<file path="config.mk">
export PLATFORM = sky130hd
export DESIGN_NAME = pipe4_sequencer
export DESIGN_NICKNAME = d
export VERILOG_FILES = /design/src/rtl/pipe4_sequencer.sv
export SDC_FILE = /design/constraint.sdc
export NUM_CORES = 1
export LEC_CHECK = 0
export BUFFER_PORTS_ARGS = -buffer_cell sky130_fd_sc_hd__buf_2
export CAP_MARGIN = 20
export CELL_PAD_IN_SITES_DETAIL_PLACEMENT = 1
export CELL_PAD_IN_SITES_GLOBAL_PLACEMENT = 2
export CORE_MARGIN = 2
export CORE_UTILIZATION = 33
export DETAILED_ROUTE_END_ITERATION = 6
export PLACE_DENSITY = 0.76
export SYNTH_ARGS = -nofsm -noshare
export SYNTH_HDL_FRONTEND = slang
export SYNTH_SLANG_ARGS = --single-unit
</file>
<file path="constraint.sdc">
create_clock -name clk -period 3 [get_ports clk]
set_input_delay 0 -clock clk [delete_from_list [all_inputs] [get_ports clk]]
set_output_delay 0 -clock clk [all_outputs]
set_load 0.05 [all_outputs]
</file>
<file path="src/rtl/pipe4_sequencer.sv">
module pipe4_sequencer #(
  parameter int TAG_W = 8
) (
  input  logic                 clk,
  input  logic                 rst,
  input  logic                 in_valid,
  input  logic [2:0]           in_class,
  input  logic [TAG_W-1:0]     in_tag,
  output logic                 in_ready,
  output logic [3:0]           stg_valid,
  output logic [11:0]          stg_class,
  output logic [4*TAG_W-1:0]   stg_tag,
  output logic                 retire_valid,
  output logic [TAG_W-1:0]     retire_tag
);
  localparam int NSTG = 4;
  localparam int EX = NSTG - 1;
  localparam logic [2:0] CLS_NOP   = 3'd0;
  localparam logic [2:0] CLS_LOAD  = 3'd3;
  localparam logic [2:0] CLS_STORE = 3'd4;

  logic [NSTG-1:0] vld_q;
  logic [2:0]      cls_q [NSTG];
  logic [TAG_W-1:0] tag_q [NSTG];
  logic            second_q;

  wire ex_mem = vld_q[EX] && (cls_q[EX] == CLS_LOAD || cls_q[EX] == CLS_STORE);
  wire stall  = ex_mem && !second_q;
  wire take   = in_valid && !stall;

  assign in_ready     = !stall;
  assign retire_valid = vld_q[EX] && !stall;
  assign retire_tag   = tag_q[EX];
  assign stg_valid    = vld_q;

  for (genvar k = 0; k < NSTG; k++) begin : g_out
    assign stg_class[3*k +: 3]       = cls_q[k];
    assign stg_tag[TAG_W*k +: TAG_W] = tag_q[k];
  end

  always_ff @(posedge clk) begin
    if (rst) begin
      vld_q    <= '0;
      second_q <= 1'b0;
      for (int k = 0; k < NSTG; k++) begin
        cls_q[k] <= CLS_NOP;
        tag_q[k] <= '0;
      end
    end else if (stall) begin
      second_q <= 1'b1;
    end else begin
      second_q <= 1'b0;
      vld_q    <= {vld_q[NSTG-2:0], take};
      cls_q[0] <= take ? in_class : CLS_NOP;
      tag_q[0] <= take ? in_tag : '0;
      for (int k = 1; k < NSTG; k++) begin
        cls_q[k] <= cls_q[k-1];
        tag_q[k] <= tag_q[k-1];
      end
    end
  end
endmodule

</file>
**Yosys cells after proc, flatten, opt, wreduce, memory -nomap -nowiden**

Memory sizes are Yosys's and may differ from the RTL's.
Index checks and enable logic that the tools add are counted.

- ROM bits: 0
- Bits in writable memories: 44
- Bits in latches: 0
- Word-level logic and storage cells: 37
- Register bits: 5
- Memories: 2

Memories:

| memory | words | bits a word | rd ports | clocked after memory_dff | write ports | line | source |
|---|---|---|---|---|---|---|---|
| tag_q | 4 | 8 | 4 | 0 | 4 | 24 | `logic [TAG_W-1:0] tag_q [NSTG];` |
| cls_q | 4 | 3 | 4 | 0 | 4 | 23 | `logic [2:0] cls_q [NSTG];` |

- Divide/modulo/power cells: 0
- Bitwise operators: 8
- Multiply operators: 0
- Shifts and indexed selects: 0
- Order comparisons: 0
- Reduce and logical (&&, ||, !) cells: 7
- Equal/unequal tests: 2
- Muxes and demuxes: 16
- Add/subtract/negate cells: 0

Operators with widths:

| kind | count |
|---|---|
| $mux W8 | 5 |
| $mux W3 | 5 |
| $or A1 B1 Y1 | 8 |
| $mux W1 | 6 |
| $logic_and A1 B1 Y1 | 4 |
| $eq A3 B2 Y1 const B | 1 |
| $eq A3 B3 Y1 const B | 1 |
| $logic_not A1 Y1 | 2 |
| $logic_or A1 B1 Y1 | 1 |

**Logic depth before layout (Yosys ltp)**

Gate-level depths: netlist of run 1.

- Depth after elaboration: 8
- Mapped depth: 5

**Worst setup path before layout of run 1**

Ideal clock, no wire load.

- Path kind: register to register
- Start point: memory cls_q[3][0]
- End point: memory cls_q[0][0] (enable)
- Required time: 2592 ps
- Stages on the path, launching flop included: 5
- Library setup time: 408 ps
- Path slack: 362 ps
- Data arrival time: 2230 ps
- Path buffers: 1
- Cells stage by stage: edfxtp_1 -> and3b_1 -> o21a_1 -> buf_6 -> nand2b_1

RTL lines:

| element | line |
|---|---|
| from (decl) | 23 |

==> metrics.txt, run 1 <==
result of the run=completed; synthesis-stage register bit count=49; sequence of cells on the critical path=nor3b_1 -> o21a_2 -> buf_4 -> inv_2 -> and2_1 -> buf_2; Critical Path Sink Type=primary output; total overflow reported by the global router=0; Post-DP HPWL=2871 um; global-route usage over all layers=11.56%; flop-to-flop setup slack=1.04 ns; max-cap violations=0; antenna diode instance count=0; Critical Path Start Type=flop; initial core utilization=33.52%; clock period minus worst slack=2.155 ns; unrepaired setup endpoints after global routing=no; sink count of the clock tree=49; Hold WS=roughly 0.075 ns; Tightest Hold Check Type=in -> reg; number of antenna violations at the first check in global routing=0; clock root buffer master=clkbuf_8; vias in the first global route=between 1000 and 1500; count of distinct cell types in the synthesized netlist=18; start-to-end type of the worst setup path=reg -> out; clock latency on the worst-skew pair=0.29 ns; total of endpoints with negative setup slack in the final report=0; Setup WS pre-CTS=1.027 ns; final worst clock skew=approximately 0.0084 ns; Die Footprint=around 0.007 mm2; wire length of the first global-routing pass=6582 um; largest family of logic cells by synthesized area=simple AND/OR/NAND/NOR gates; Relative slew margins=59.39%; Die Height=83.62 um; final-report max-slew violation count=0; setup bufs post-CTS=0; fraction of the core area covered by cells at the end of the flow=approximately two fifths; htree depth=2; area fraction in and, or, nand and nor cells after synthesis=23.62%; required time at the endpoint of the critical path=3.00 ns; number of placement rows=29; Syn-to-layout area delta=23.21%; total of warnings raised by yosys=0; power per cell area=548.2 mW/mm2; worst hold stages=2; number of nets in the layout=just over 200; top-level I/O count=72; Hold Path End=tag_q[0][5]; static leakage=1.180 nW; routed via count divided by cell count=4.688; largest net degree at the start of global routing=48; post-synthesis net count=142; setup TNS after final layout=0 ns; adder-cell area share of the yosys netlist=0%; timing-limited maximum frequency=463.9 MHz; final-report hold violation count=0; sequential share of the synthesized area=roughly two thirds; actual slew at the worst max-slew pin=between 0.6 and 0.7 ns; leading post-synthesis cells by cell area=edfxtp_1 63%, nor3b_2 12%, nor3b_1 9.0%, dfxtp_1 4.8%, buf_4 2.9%; maximum buffer depth of the clock tree=2; most common library cell in the layout ignoring fill and taps=buf_2; Hold Buf Count CTS=0; first-pass detailed-route iteration total=4; portion of netlist area occupied by mux cells=1.435%; slack of the critical path=0.8446 ns; total standard cell area after synthesis=0.002092 mm2; final standard cell count with taps included and fillers excluded=269; average wire per cell in the routed design=approximately 15 um; hold wc startpoint=in_tag[5]; cell type contributing the most total cell area after synthesis=edfxtp_1; width of the chip=83.62 um; R2R depth=4; Worst Path Arrival=2.16 ns; startpoint of the worst register-to-register path=cls_q[3][0]; Reg clk slew, reported paths=0.09 ns; clock buffer count from CTS=5; share of cells above drive strength 1=54.69%; Via Count=1261; remaining antenna violation count after routing=0; Peak supply drop=0.2612 mV; CORE AREA=roughly 0.0062 mm2; placed cell count=around 260; number of design rule violations left after detail routing=0; endpoint of the most critical register-to-register path=tag_q[2][6]; worst setup path start=cls_q[3][0]; wire length after detailed routing=between 4000 and 5000 um; period utilization=a little under three quarters; Syn Inst Count=128; xor and xnor fraction of the mapped netlist area=0%; number of gates resized after CTS=0; top cell type's share of synthesized area=63.16%; post-synthesis compound-gate area fraction=0.5981%; clock tree from TritonCTS=done; Syn Area/Cell=16.34 um2; worst-path maximum fanout=between 40 and 50; Slowest Stage Delay on Critical Path=~0.50 ns; cell with the largest stage delay on the worst path=buf_4; routability-driven placement congestion ratio=slightly above 0.7; Initial DRC Count=61; number of buffer cells added on primary ports=71; highest-count cells in the layout ignoring fill and taps=71 x buf_2, 44 x edfxtp_1, 25 x nor3b_1, 20 x nor3b_2
## how the worst max path moves through the flow
| stage | slack [ns] | cells after the start | end |
|---|---|---|---|
| after CTS | 0.80 | 6 | retire_valid |
| after floorplan | 0.36 | 4 | cls_q[0][0] |
| after global placement | 1.13 | 4 | tag_q[3][4] |
| after global routing | 0.70 | 6 | retire_valid |
| final | 0.84 | 6 | retire_valid |
| after detailed placement | 1.03 | 4 | tag_q[2][7] |
## critical path, delay by kind of cell, from the launching register on
kind | cells | cell delay (ns)
buffers and inverters | 3 | 0.83
DFF | 1 | 0.41
AOI/OAI and AO/OA | 1 | 0.18
and+or+nand+nor | 2 | 0.42
## synth_stat cells
library cell / count
nor3b_2: 20
nand2b_1: 5
buf_6: 3
buf_4: 8
nor2b_1: 1
clkbuf_1: 2
buf_2: 5
dfxtp_1: 5
inv_2: 1
nor2_1: 1
inv_1: 1
nor3b_1: 25
mux2i_1: 3
and2_1: 1
o21a_1: 1
and3b_1: 1
a21oi_1: 1
edfxtp_1: 44
## routing by layer
layer	vias to the layer above	global-route usage, %	routed length [um]
met4	0	2.199	21
met3	4	3.858	279
met5	-	0	0
met1	623	15.16	1816
met2	49	18.91	1969
li1	585	-	-
## cells by family (layout without fill, tap and decap cells)
family	count (synthesis)	in the layout
AOI/OAI and AO/OA	2	2
buffers and inverters	20	84
DFF	49	49
muxes	3	3
and+or+nand+nor	54	54
## power breakdown
part | switching (W) | internal [W] | total [W] | leakage (nW)
registers | 0.00000844 | 0.000752 | 0.000760 | 0.577
logic | 0.0000860 | 0.0000313 | 0.000117 | 0.536
clock network | 0.000205 | 0.000331 | 0.000535 | 0.0681
total | 0.000299 | 0.00111 | 0.00141 | 1.18
## cell type report
type	count	area, um2
Multi-Input combinational cell	59	540.5
Inverter	2	7.507
Tap cell	77	96.34
Clock inverter	3	65.06
Sequential cell	49	1421
Timing Repair Buffer	74	377.9
Clock buffer	5	68.82
Fill cell	668	3664
## sequential cells by signal (all words and copies together), names as in the netlist
name,cells
cls_q,12
second_q,1
stg_valid,4
tag_q,32
## stage by stage
step / total power [W] / area [um2]
final: 0.001413 / 2577
after global placement: 0.0008916 / 2444
after floorplan: 0.0008640 / 2092
after detailed placement: 0.0008936 / 2444
after global routing: 0.001462 / 2577
after CTS: 0.001424 / 2577
Power figures use the tool's default switching activity.
==> inputs of run 2 (changes only) <==
Clock period 3 ns to 2.2 ns, I/O delays scaled along.
==> run 2 against run 1 <==
  * Final cell count is 0.74% higher
  * Die area stayed put
  * Utilization is 0.20 points higher
  * Sequential share of layout area is 0.27 points lower
  * Wire length is 2.2% lower
  * Total power is 28% higher
  * Hold slack worse by 0.017 ns
  * Cell area is 0.49% higher
  * Critical endpoint unchanged
  * Largest power group unchanged
==> metrics.txt, run 2 (same netlist as run 1, synthesis figures left out) <==
result of the run=completed; timing-limited maximum frequency=545.8 MHz; period utilization=83.28%; Setup WS pre-CTS=between 0.5 and 0.6 ns; fraction of the core area covered by cells at the end of the flow=41.50%; share of cells above drive strength 1=between 50% and 60%; clock tree from TritonCTS=done; Die Footprint=around 0.0070 mm2; number of buffer cells added on primary ports=71; Via Count=~1200; number of nets in the layout=207; power per cell area=between 700 and 800 mW/mm2; clock period minus worst slack=roughly 1.8 ns; Die Height=between 80 and 90 um; routability-driven placement congestion ratio=~0.71; number of gates resized after CTS=0; top-level I/O count=between 70 and 80; setup bufs post-CTS=0; hold wc startpoint=in_class[0]; Relative slew margins=68.72%; vias in the first global route=1309; Critical Path Sink Type=primary output; Syn-to-layout area delta=23.80%; remaining antenna violation count after routing=0; clock root buffer master=clkbuf_8; number of placement rows=29; actual slew at the worst max-slew pin=0.4692 ns; most flop-heavy register=tag_q; global-route usage over all layers=11.71%; total of endpoints with negative setup slack in the final report=0; required time at the endpoint of the critical path=2.20 ns; endpoint of the most critical register-to-register path=tag_q[3][0]; number of flip-flops under the largest register name=32; number of antenna violations at the first check in global routing=0; largest net degree at the start of global routing=33; worst hold stages=2; wire length after detailed routing=3997 um; maximum buffer depth of the clock tree=2; Hold Buf Count CTS=0; Reg clk slew, reported paths=0.09 ns; average wire per cell in the routed design=between 10 and 15 um; max-cap violations=0; CORE AREA=roughly 0.0062 mm2; flop-to-flop setup slack=0.55 ns; total overflow reported by the global router=0; setup TNS after final layout=0 ns; width of the chip=83.62 um; first-pass detailed-route iteration total=4; routed via count divided by cell count=~4.5; most common library cell in the layout ignoring fill and taps=buf_2; antenna diode instance count=0; final-report hold violation count=0; startpoint of the worst register-to-register path=cls_q[3][0]; wire length of the first global-routing pass=6548 um; highest-count cells in the layout ignoring fill and taps=71 x buf_2, 44 x edfxtp_1, 25 x nor3b_1, 20 x nor3b_2; number of design rule violations left after detail routing=0; Hold Path End=cls_q[0][0]; sink count of the clock tree=49; start-to-end type of the worst setup path=reg -> out; htree depth=2; Tightest Hold Check Type=in -> reg; worst-path maximum fanout=16; unrepaired setup endpoints after global routing=no; Worst Path Arrival=approximately 1.8 ns; static leakage=1.184 nW; Critical Path Start Type=flop; slack of the critical path=0.3678 ns; initial core utilization=33.52%; Post-DP HPWL=2933 um; Peak supply drop=~0.30 mV; R2R depth=4; clock buffer count from CTS=5; Initial DRC Count=36; clock latency on the worst-skew pair=0.30 ns; final-report max-slew violation count=0; final worst clock skew=0.009275 ns
## run 2: cell count changes in the layout (fill, tap and decap cells not counted)
cell | before | now
buf_12 | 0 | 2
bufinv_16 | 2 | 1
clkbuf_1 | 0 | 1
clkinv_1 | 0 | 1
clkinv_2 | 1 | 0
## run 2: power breakdown
| part | switching, W | leakage [nW] | internal, W |
|---|---|---|---|
| clock | 0.000284 | 0.0528 | 0.000336 |
| sequential | 0.0000109 | 0.577 | 0.00102 |
| combinational | 0.000117 | 0.554 | 0.0000428 |
## run 2: worst max-delay path by stage
stage                startpoint           end  slack [ns]  cells after the start
floorplan           cls_q[3][0]   cls_q[0][0]        0.06                      4
CTS                 cls_q[3][0]  retire_valid        0.33                      5
detailed placement  cls_q[3][0]   tag_q[3][0]        0.53                      4
global route        cls_q[3][0]  retire_valid        0.21                      5
finish              cls_q[3][0]  retire_valid        0.37                      5
global placement    cls_q[3][0]   cls_q[0][2]        0.61                      4
## run 2: stage by stage
stage | total power [W] | area, um2 | instances | hold slack, ns
2_1_floorplan | 0.001178 | 2095 | 128 | 0.2051
3_3_place_gp | 0.001215 | 2484 | 263 | 0.3663
5_1_grt | 0.001876 | 2590 | 271 | 0.06059
4_1_cts | 0.001830 | 2590 | 271 | 0.05412
6_report | 0.001815 | 2590 | 271 | 0.05792
3_5_place_dp | 0.001218 | 2484 | 263 | 0.3692
## run 2: final cells by class
type,count,area [um2]
fill,674,3651
sequential,49,1421
multi-input combinational,59,540.5
timing repair buffer,76,417.9
tap,77,96.34
clock buffer,6,72.57
clock inverter,2,33.78
inverter,2,7.507
## run 2: critical path: stages, from the launching register on
cell,delay [ns]
edfxtp_1,0.41
nor3b_1,0.21
o21a_2,0.43
inv_2,0.12
and2_1,0.17
buf_2,0.20
## run 2: per-layer routing
| metal | global-route usage [%] | wire (um) |
|---|---|---|
| met3 | 4.253 | 321 |
| met4 | 2.639 | 25 |
| met2 | 19.49 | 1967 |
| met1 | 14.64 | 1683 |
| met5 | 0 | 0 |
==> inputs of run 3 (changes only) <==
Settings changed: CORE_UTILIZATION 33 to 30, PLACE_DENSITY 0.76 to 0.73.
Clock period 2.2 ns to 1.6 ns, I/O delays scaled along.
==> run 3 against run 2 <==
  * Count of clock-buffer cells in the layout is 1 lower
  * Utilization is 0.87 points lower
  * First-iteration DRC count grew to 3.1 times the previous value
  * Register-to-register slack worse by 0.53 ns
  * Setup slack worse by 0.34 ns
  * Critical path depth stayed put
  * Sequential share of layout area is 3.1 points lower
  * Sequential cell count stayed put
  * Via count is 3.7% higher
  * Sequential power is 37% higher
  * Combinational power is 44% higher
  * Largest cell class unchanged
  * Largest power group unchanged
  * Highest routed layer unchanged
==> metrics.txt, run 3 (same netlist as run 1, synthesis figures left out) <==
number of flip-flops under the largest register name=32; sink count of the clock tree=49; clock period minus worst slack=1.576 ns; cell with the largest stage delay on the worst path=edfxtp_1; Post-DP HPWL=between 3000 and 4000 um; Die Height=87.51 um; Hold Buf Count CTS=0; routed via count divided by cell count=4.530; post-route cell area=0.002745 mm2; start-to-end type of the worst setup path=reg -> reg; Critical Path Sink Type=flop; Slowest Stage Delay on Critical Path=0.43 ns; actual slew at the worst max-slew pin=0.6423 ns; power per cell area=915.0 mW/mm2; maximum buffer depth of the clock tree=2; clock latency on the worst-skew pair=between 0.2 and 0.3 ns; average wire per cell in the routed design=15.32 um; number of antenna violations at the first check in global routing=0; worst-path maximum fanout=22; max-cap violations=0; P_sw=0.0005775 W; clock buffer count from CTS=5; Syn-to-layout area delta=31.22%; remaining antenna violation count after routing=0; largest net degree at the start of global routing=23; result of the run=completed; fraction of power consumed by sequential logic=56.7%; routability-driven placement congestion ratio=0.6925; final-report max-slew violation count=0; unrepaired setup endpoints after global routing=yes; total of endpoints with negative setup slack in the final report=0; vias in the first global route=1308; Clock power frac=34.1%; width of the chip=between 80 and 90 um; number of placement rows=30; required time at the endpoint of the critical path=1.60 ns; clock tree from TritonCTS=done; top-level I/O count=72; fraction of power consumed by combinational cells=under 10%; Die Footprint=between 0.007 and 0.008 mm2; wire length of the first global-routing pass=6596 um; Via Count=1273; most common library cell in the layout ignoring fill and taps=buf_2; Reg clk slew, reported paths=~0.090 ns; Tightest Hold Check Type=in -> reg; initial core utilization=30.96%; share of cells above drive strength 1=roughly 64%; Filler Cell Count=713; cell internal pwr=a little under 0.002 W; Crit path buffers/inverters=2; most flop-heavy register=tag_q; sequence of cells on the critical path=and3b_1 -> o21a_2 -> buf_6 -> nand2b_4 -> buf_12; static leakage=between 1 and 1.5 nW; Worst Path Arrival=between 1.5 and 2 ns; placed standard-cell area=0.002532 mm2; share of total power consumed by net switching=between 20 and 25%; wire length after detailed routing=4306 um; Peak supply drop=0.3618 mV; global-route usage over all layers=a little under an eighth; period utilization=98.49%; total overflow reported by the global router=0; final-report hold violation count=0; number of nets in the layout=214; number of design rule violations left after detail routing=0; htree depth=2; Crit path max-delay family=flip-flops; CORE AREA=0.006756 mm2; setup TNS after final layout=0 ns; antenna diode instance count=0; final worst clock skew=~0.0051 ns; clock root buffer master=clkbuf_8; highest-count cells in the layout ignoring fill and taps=70 x buf_2, 44 x edfxtp_1, 34 x nor3b_2, 11 x nor3b_1, 7 x buf_4; Initial DRC Count=between 100 and 150; Critical Path Start Type=flop; Hold WS=0.02858 ns; Relative slew margins=57.18%; first-pass detailed-route iteration total=4; timing-limited maximum frequency=634.6 MHz; number of buffer cells added on primary ports=71
## run 3: worst paths after layout
check                                  start      endpoint  slack [ns]  cells past startpoint
worst min register to register  stg_valid[2]  stg_valid[3]        0.49                      2
worst max register to register   cls_q[3][1]   tag_q[3][5]        0.02                      5
worst max-delay path             cls_q[3][1]   tag_q[3][5]        0.02                      5
worst min-delay path               in_tag[3]   tag_q[0][3]        0.03                      2
## run 3: final cells by class
cell class,count,area (um2),share of cell area [%]
Clock buffer,5,68.82,2.507
Clock inverter,3,41.29,1.504
Inverter,2,7.507,0.2735
Multi-Input combinational cell,59,618.1,22.52
Sequential cell,49,1421,51.78
Tap cell,80,100.1,3.646
Timing Repair Buffer,83,488.0,17.78
## run 3: repair_timing
item	4_1_cts	5_1_grt
endpoints found under the setup margin	4	54
pin swaps	2	0
gates resized for setup	4	15
buffers inserted	2	0
## run 3: power groups by stage
stage,registers (W),logic (W),clock network [W]
2_1_floorplan,0.00156,0.0000648,0
3_3_place_gp,0.00145,0.000225,0
3_5_place_dp,0.00145,0.000226,0
4_1_cts,0.00142,0.000228,0.000887
5_1_grt,0.00143,0.000244,0.000933
6_report,0.00142,0.000231,0.000857
## run 3: routing by layer
layer  vias up  track usage [%]  share of wire (%)
li1        607                -                  -
met4         0            2.937                1.1
met2        46            18.11                 49
met5         -                0                  0
met3         5            3.697                6.1
met1       615            14.93                 44
## run 3: metrics by stage
step	cells	util (%)	worst slack (ns)	total power, W
finish	281	40.63	0.02413	0.002512
global route	281	40.63	-0.03122	0.002605
CTS	281	39.57	0.009265	0.002539
detailed placement	271	37.48	0.009909	0.001679
global placement	271	37.48	0.09319	0.001678
floorplan	128	-	-0.3078	0.001621
